`src/rtl/sdac_rx_pkg.sv`:
```
// Package: shared widths for the serial converter-code receiver.
// Assumes a fixed word of code bits followed by trailing filler bits.
package sdac_rx_pkg;
    localparam int CODE_W   = 14;
    localparam int SUB_W    = 2;
    localparam int FRAME_W  = CODE_W + SUB_W;
    localparam int CNT_MAX  = FRAME_W + 1;
    localparam int CNT_W    = $clog2(CNT_MAX + 1);
    localparam int SYNC_N   = 2;

    // Result of one select-high transition.
    typedef struct packed {
        logic             done;
        logic             ok;
        logic [FRAME_W-1:0] word;
    } frame_evt_t;
endpackage

```
`src/rtl/sdac_in_sync.sv`:
```
// Module: synchronizes a group of asynchronous pins and reports their edges.
// Assumes every pin is held for longer than STAGES+1 system clock periods.
module sdac_in_sync #(
    parameter int         W      = 3,
    parameter int         STAGES = 2,
    parameter logic [W-1:0] RST_VAL = '0
) (
    input  logic         clk,
    input  logic         rst_n,
    input  logic [W-1:0] pin_i,
    output logic [W-1:0] lvl_o,
    output logic [W-1:0] rise_o,
    output logic [W-1:0] fall_o
);
    logic [W-1:0] stage_q [STAGES];
    logic [W-1:0] prev_q;

    genvar s;
    generate
        for (s = 0; s < STAGES; s++) begin : g_stage
            if (s == 0) begin : g_first
                // Capture the raw pins.
                always_ff @(posedge clk) begin
                    if (!rst_n) stage_q[0] <= RST_VAL;
                    else        stage_q[0] <= pin_i;
                end
            end else begin : g_next
                // Pass the sample down the chain.
                always_ff @(posedge clk) begin
                    if (!rst_n) stage_q[s] <= RST_VAL;
                    else        stage_q[s] <= stage_q[s-1];
                end
            end
        end
    endgenerate

    // Hold the previous synchronized level for edge finding.
    always_ff @(posedge clk) begin
        if (!rst_n) prev_q <= RST_VAL;
        else        prev_q <= stage_q[STAGES-1];
    end

    assign lvl_o  = stage_q[STAGES-1];
    assign rise_o = stage_q[STAGES-1] & ~prev_q;
    assign fall_o = ~stage_q[STAGES-1] & prev_q;
endmodule

```
`src/rtl/sdac_frame_shift.sv`:
```
// Module: shifts serial bits in and counts serial edges within one select window.
// Assumes the level, edge and data inputs come from the same synchronizer.
module sdac_frame_shift
    import sdac_rx_pkg::*;
(
    input  logic             clk,
    input  logic             rst_n,
    input  logic             sel_lvl_i,
    input  logic             sel_fall_i,
    input  logic             sel_rise_i,
    input  logic             bit_edge_i,
    input  logic             bit_val_i,
    output logic [CNT_W-1:0] bit_cnt_o,
    output logic [FRAME_W-1:0] shreg_o,
    output frame_evt_t       evt_o
);
    logic [CNT_W-1:0]   cnt_q, cnt_base;
    logic [FRAME_W-1:0] sr_q, sr_base;
    logic               take_bit;

    // A new window starts from an empty count and register.
    always_comb begin
        cnt_base = sel_fall_i ? '0 : cnt_q;
        sr_base  = sel_fall_i ? '0 : sr_q;
        take_bit = bit_edge_i && !sel_lvl_i;
    end

    // Advance the count and shift register on qualifying serial edges.
    always_ff @(posedge clk) begin
        if (!rst_n) begin
            cnt_q <= '0;
            sr_q  <= '0;
        end else if (take_bit) begin
            cnt_q <= (cnt_base == CNT_W'(CNT_MAX)) ? cnt_base : cnt_base + 1'b1;
            sr_q  <= {sr_base[FRAME_W-2:0], bit_val_i};
        end else if (sel_fall_i) begin
            cnt_q <= '0;
            sr_q  <= '0;
        end
    end

    // Report the window end and whether the count was exact.
    always_comb begin
        evt_o.done = sel_rise_i;
        evt_o.ok   = (cnt_q == CNT_W'(FRAME_W));
        evt_o.word = sr_q;
    end

    assign bit_cnt_o = cnt_q;
    assign shreg_o   = sr_q;
endmodule

```
`src/rtl/sdac_code_latch.sv`:
```
// Module: holds the converter code and the word status flags.
// Assumes one completion event per select window.
module sdac_code_latch
    import sdac_rx_pkg::*;
(
    input  logic              clk,
    input  logic              rst_n,
    input  frame_evt_t        evt_i,
    output logic [CODE_W-1:0] code_o,
    output logic              upd_o,
    output logic              err_o,
    output logic              sub_nz_o
);
    // Load on an exact word, flag a wrongly counted one.
    always_ff @(posedge clk) begin
        if (!rst_n) begin
            code_o   <= '0;
            upd_o    <= 1'b0;
            err_o    <= 1'b0;
            sub_nz_o <= 1'b0;
        end else begin
            upd_o <= 1'b0;
            if (evt_i.done) begin
                if (evt_i.ok) begin
                    code_o   <= evt_i.word[FRAME_W-1:SUB_W];
                    upd_o    <= 1'b1;
                    err_o    <= 1'b0;
                    sub_nz_o <= |evt_i.word[SUB_W-1:0];
                end else begin
                    err_o <= 1'b1;
                end
            end
        end
    end
endmodule

```
`src/rtl/sdac_rx_latch.sv`:
```
// Module: top of the serial converter-code receiver.
// Assumes the serial pins are slow next to clk (several clk periods per phase).
module sdac_rx_latch
    import sdac_rx_pkg::*;
(
    input  logic              clk,
    input  logic              rst_n,
    input  logic              cs_n_i,
    input  logic              sclk_i,
    input  logic              sdata_i,
    output logic [CODE_W-1:0] code_o,
    output logic              upd_o,
    output logic              frame_err_o,
    output logic              sub_nz_o
);
    logic [2:0] pin_lvl, pin_rise, pin_fall;
    logic [CNT_W-1:0]   bit_cnt;
    logic [FRAME_W-1:0] shreg;
    frame_evt_t         evt;

    sdac_in_sync #(
        .W(3), .STAGES(SYNC_N), .RST_VAL(3'b001)
    ) u_sync (
        .clk(clk), .rst_n(rst_n),
        .pin_i({sdata_i, sclk_i, cs_n_i}),
        .lvl_o(pin_lvl), .rise_o(pin_rise), .fall_o(pin_fall)
    );

    sdac_frame_shift u_shift (
        .clk(clk), .rst_n(rst_n),
        .sel_lvl_i(pin_lvl[0]), .sel_fall_i(pin_fall[0]), .sel_rise_i(pin_rise[0]),
        .bit_edge_i(pin_rise[1]), .bit_val_i(pin_lvl[2]),
        .bit_cnt_o(bit_cnt), .shreg_o(shreg), .evt_o(evt)
    );

    sdac_code_latch u_latch (
        .clk(clk), .rst_n(rst_n), .evt_i(evt),
        .code_o(code_o), .upd_o(upd_o), .err_o(frame_err_o), .sub_nz_o(sub_nz_o)
    );
endmodule

```
`config.mk`:
```
export PLATFORM = sky130hd
export DESIGN_NAME = sdac_rx_latch
export DESIGN_NICKNAME = d
export VERILOG_FILES = /design/src/rtl/sdac_rx_pkg.sv /design/src/rtl/sdac_in_sync.sv /design/src/rtl/sdac_frame_shift.sv /design/src/rtl/sdac_code_latch.sv /design/src/rtl/sdac_rx_latch.sv
export SDC_FILE = /design/constraint.sdc
export NUM_CORES = 1
export LEC_CHECK = 0
export CAP_MARGIN = 20
export CORE_MARGIN = 4
export CORE_UTILIZATION = 40
export DETAILED_ROUTE_END_ITERATION = 10
export PLACE_DENSITY = 0.6
export SLEW_MARGIN = 20
export SYNTH_ARGS = -nofsm -noshare
export SYNTH_HDL_FRONTEND = slang
export SYNTH_HIERARCHICAL = 1
export SYNTH_SLANG_ARGS = --single-unit
```
`constraint.sdc`:
```
create_clock -name clk -period 1.7 [get_ports clk]
set_input_delay 0.255 -clock clk [delete_from_list [all_inputs] [get_ports clk]]
set_output_delay 0.255 -clock clk [all_outputs]
set_load 0.005 [all_outputs]
```
Word-level counts from Yosys, hierarchy flattened
Memories as Yosys holds them, arrays and structs flattened.
Index checks and enable logic that the tools add are counted.
{ "op_classes": {"n_addsub": 1, "n_eq_ne": 2, "n_mux": 11, "bitwise_logic": 6, "n_reduce_logical": 6} }
{ "op_table": {"columns": ["cell", "n"], "rows": [
  ["16-bit 2-to-1 mux", 2],
  ["5-bit 2-to-1 mux", 3],
  ["5-bit equality test (second input constant)", 2],
  ["3-bit 2-to-1 mux", 2],
  ["5-bit by 1-bit adder with 5-bit output (second input constant)", 1],
  ["1-bit 2-to-1 mux", 4],
  ["2-bit AND reduction", 2],
  ["2-bit bitwise AND", 1],
  ["2-bit inverter", 1],
  ["1-bit bitwise OR", 2],
  ["2-bit nonzero test", 1],
  ["2-bit OR reduction", 1],
  ["1-bit bitwise AND", 1],
  ["1-bit logical AND", 1],
  ["1-bit logical NOT", 1],
  ["1-bit inverter", 1]
]} }
{ "totals": {"reg_bits": 40, "ram_bits": 6, "inputBits": 5, "output_inout_bits": 17, "wordCells": 35, "memories": 1} }
{ "mem_list": {"columns": ["name", "words", "width", "rd", "rd_ports_with_merged_regs", "write_ports", "line", "source"], "rows": [
  ["u_sync.stage_q", 2, 3, 2, 0, 2, "sdac_in_sync.sv:15", "logic [W-1:0] stage_q [STAGES];"]
]} }

Depth between registers and ports, before layout
{ "logic_depth": {"depth_word": 6, "ltp_mapped": 7, "depth_no_buf": 6} }

Cells and area by module
The synthesis kept the hierarchy.
{ "by_module_without_submodules": {"columns": ["module", "instances", "cells_per_inst", "area_each_um2", "seq_area_each_um2"], "rows": [
  ["sdac_frame_shift", 1, 127, 1017.2, 420.4],
  ["sdac_code_latch", 1, 73, 833.3, 340.3],
  ["sdac_in_sync", 1, 24, 274.0, 180.2]
]} }

Worst setup path after synthesis
No wires, ideal clock.
{ "synth_timing": {"path_kind": "flip-flop to flip-flop", "from": "memory u_sync.stage_q[1][0]", "to": "register u_shift.cnt_q[1], in the netlist u_shift/bit_cnt_o[1]", "setup_time_ns": 0.087, "t_arrival_ns": 1.630, "required_ns": 1.613, "setup_slack_ns": -0.017, "path_stages_with_launch": 8, "n_path_buf": 1, "period_less_slack_ns": 1.717, "path_cell_list": "dfxtp_1 nor2b_1 nor2b_1 clkbuf_1 ha_1 and3b_4 a2111o_1 o31ai_1"} }
{ "synth_rtl": {"columns": ["item", "line", "source"], "rows": [
  ["start, declared", "sdac_in_sync.sv:15", null],
  ["end signal, assigned", "sdac_frame_shift.sv:34", "cnt_q <= (cnt_base == CNT_W'(CNT_MAX)) ? cnt_base : cnt_base + 1'b1;"],
  ["end, declared", "sdac_frame_shift.sv:17", "logic [CNT_W-1:0] cnt_q, cnt_base;"]
]} }

==> results <==
- The commonest non-fill, non-tap cell in the layout is sky130_fd_sc_hd__dfxtp_1.
- The analysis attributes to cell leakage a power of 0.823 nW.
- Cell internal power was estimated by the tool at 1.56 mW.
- The relative contribution of combinational cells to total power is 0.039.
- The share of total power dissipated in sequential elements is 0.560.
- The CTS sink count is 46.
- The Yosys step of the flow raised 6 warnings.
- The worst setup path is launched from a flop.
- Traced cell by cell, the critical path runs through nor2b_2, nand2b_1, ha_1, and3b_4, a2111o_1, o31ai_1.
- The detail route stage leaves a number of antenna-violating nets equal to 0.
- The via-per-instance ratio is 4.74.
- The synthesized area is 1960 um^2.
- The floorplan step defined a core boundary enclosing 4720 um^2.
- After technology mapping, the gate count stands at 203.
- The maximum clock frequency is 624 MHz.
- The slowest cell on the critical path is sky130_fd_sc_hd__dfxtp_1.
- Across all setup checks in the final design, the least slack found is 0.0978 ns.
- The clock skew after layout is 0.00340 ns.
- The via count of the first global-routing pass is 1401.
- Dividing total power by cell area gives a power density of 823 nW/um^2.
- Setup repair after global routing left no endpoint under its margin.
- Counting along the longest clock path gives a buffer depth of 2.
- The final layout contains 235 nets.
- The number of clock buffers added by TritonCTS is 5.
- Pin placement for this block handled 22 I/O pins.
- The horizontal extent of the die is 78.0 um.
- At the placement stage, the worst setup path has a slack of 0.140 ns.
- STA puts the critical path data required time at 1.91 ns.
- Once detailed placement completed, the half-perimeter wirelength came to 2.34 mm.
- Compared with the post-synthesis result, the final layout area differs by 20.7%.
- The type of the tightest min-delay check is reg2reg.
- The layout has 469 filler cells.
- The number of pins with negative max-slew slack in the final report is 0.
- The worst path in the final design needs a cycle of 1.60 ns, including I/O delays and setup.
- The total overflow left after global routing is 0.
- In the final routed layout, each cell accounts on average for 11.6 um.
- The total setup violations reported at the end of the flow is 0.
- The number of antenna violations at the first check in global routing came to 0.
- The initial core utilization is 0.415.
- STA classifies the critical path endpoint as a flop.
- The net switching power of the design is 387 uW.
- The pin count of the biggest net entering global routing is 34.
- The kind of cell adding the most delay to the critical path is compound AO/OA/AOI/OAI gates.
- The fraction of final layout cells sized beyond drive strength 1 is 0.235.
- The first global-routing pass estimated 6.34 mm of wire.
- The area of all placed cells without fillers is 2360 um^2.
- The worst endpoint data arrival time is 1.81 ns.
- The initial DRC count is 49.
- Across the VDD grid, the largest voltage drop is 414 uV.
- The global placer's final weighted congestion is 0.703.
- The height of the chip is 78.0 um.
- For this run, the total global-route usage over all layers was measured as 0.129.
- Across all layers, the routed design uses 1407 vias.
- 0 antenna diodes ended up in the layout.
- The number of buffers inserted by hold repair at cts is 0.
- Counting both buffers and inverters, the worst setup path holds a total of 0.
- Of the available clock period, the critical path in the final layout requires 0.942.
- The number of H-tree levels is 2.
- TritonCTS built the clock tree.
- Hold is met by 0.419 ns.
- The number of hold-slack violations in the final timing report came to 0.
- Once placement finished, the instance area stood at 2260 um^2.
- Clock latency on the worst-skew pair, taken at its later pin, is 0.29 ns.
- The worst pin sits at a relative slew slack of 0.762.
- The total of max-cap violations is 0.
- The post-synth net total is 209.
- The share of the core filled with cells is 0.501.
- The non-filler instance count after layout is 297.
- The part of the total power dissipated in the clock network is 0.402.
- The floorplan has 25 rows.
- Each instance of the synthesized netlist takes up on average 9.65 um^2.
- In the layout the commonest cells are 46 x sky130_fd_sc_hd__dfxtp_1, 34 x sky130_fd_sc_hd__nand2_1, 21 x sky130_fd_sc_hd__clkdlybuf4s50_1, 21 x sky130_fd_sc_hd__a21oi_1, 11 x sky130_fd_sc_hd__buf_4.
- The flow ran to the end, and the final reports show no timing, DRC or antenna violations.
- The slew at the pin with the worst max-slew slack is 0.356 ns.
- Of all nets on the critical path, the largest fanout is 6.
- The peak per-stage delay on the critical path is 0.43 ns.
- Summed over all failing endpoints, the final setup total negative slack is 0 ns.
- The die covers 6080 um^2.
- The root buffer cell is sky130_fd_sc_hd__clkbuf_8.
- The total instance count after detailed placement is 289.
- The design draws 1.95 mW.
- Port buffering added 21 buffers.
- The routed design has 3.44 mm of wire.
- The kind of critical path is reg2reg.
- For this run, the detailed router's first-pass iteration total came to 4.
- The switching power as a share of total power is 0.199.
- After clock tree synthesis, the clock-pin slew on the worst setup and hold paths is 0.08 ns.
- In the routed design, unresolved DRC markers number 0.
registers in the layout (all words and copies together) (netlist names):
signal,count
u_latch/sub_nz_o,1
u_latch/code_o,14
u_sync/prev_q,2
u_latch/upd_o,1
u_sync/stage_q,6
u_latch/err_o,1
u_shift/shreg_o,16
u_shift/bit_cnt_o,5
layer usage:
metal | up-vias | global-route usage | routed length [um]
met5 | - | 0 | 0
met4 | 0 | 0.0472 | 56
met3 | 7 | 0.0394 | 125
met2 | 21 | 0.204 | 1540
met1 | 637 | 0.166 | 1720
li1 | 742 | - | -
final timing paths:
kind	startpoint	endpoint	slack [ns]	cells past startpoint
max	u_sync/stage_q[1][0]	u_shift/bit_cnt_o[1]	0.1	6
min	u_sync/stage_q[0][0]	u_sync/stage_q[1][0]	0.42	1
max reg2reg	u_sync/stage_q[1][0]	u_shift/bit_cnt_o[1]	0.1	6
min reg2reg	u_sync/stage_q[0][0]	u_sync/stage_q[1][0]	0.42	1
layout make-up:
cell class              instances  area, um^2  area share
flip-flops and latches         46         921       0.389
multi-input cells             139         910       0.385
repair buffers                 34         333       0.141
well taps                      67        83.8      0.0354
clock buffers                   7        76.3      0.0323
clock inverters                 1        30.0      0.0127
inverters                       3        11.3     0.00476
power groups by stage:
stage / registers [mW] / logic (mW) / clock network (mW)
floorplan: 1.11 / 0.0435 / 0
global placement: 1.11 / 0.0775 / 0
detailed placement: 1.11 / 0.0767 / 0
CTS: 1.09 / 0.0769 / 0.816
global route: 1.09 / 0.0848 / 0.865
finish: 1.09 / 0.0758 / 0.782
what timing repair did:
| action | CTS | global route |
|---|---|---|
| endpoints found under the setup margin | 0 | 4 |
| endpoints found under the hold margin | 0 | 0 |
| buffers inserted | 0 | 0 |
| gates resized for setup | 0 | 1 |
Power figures use the tool's default switching activity.
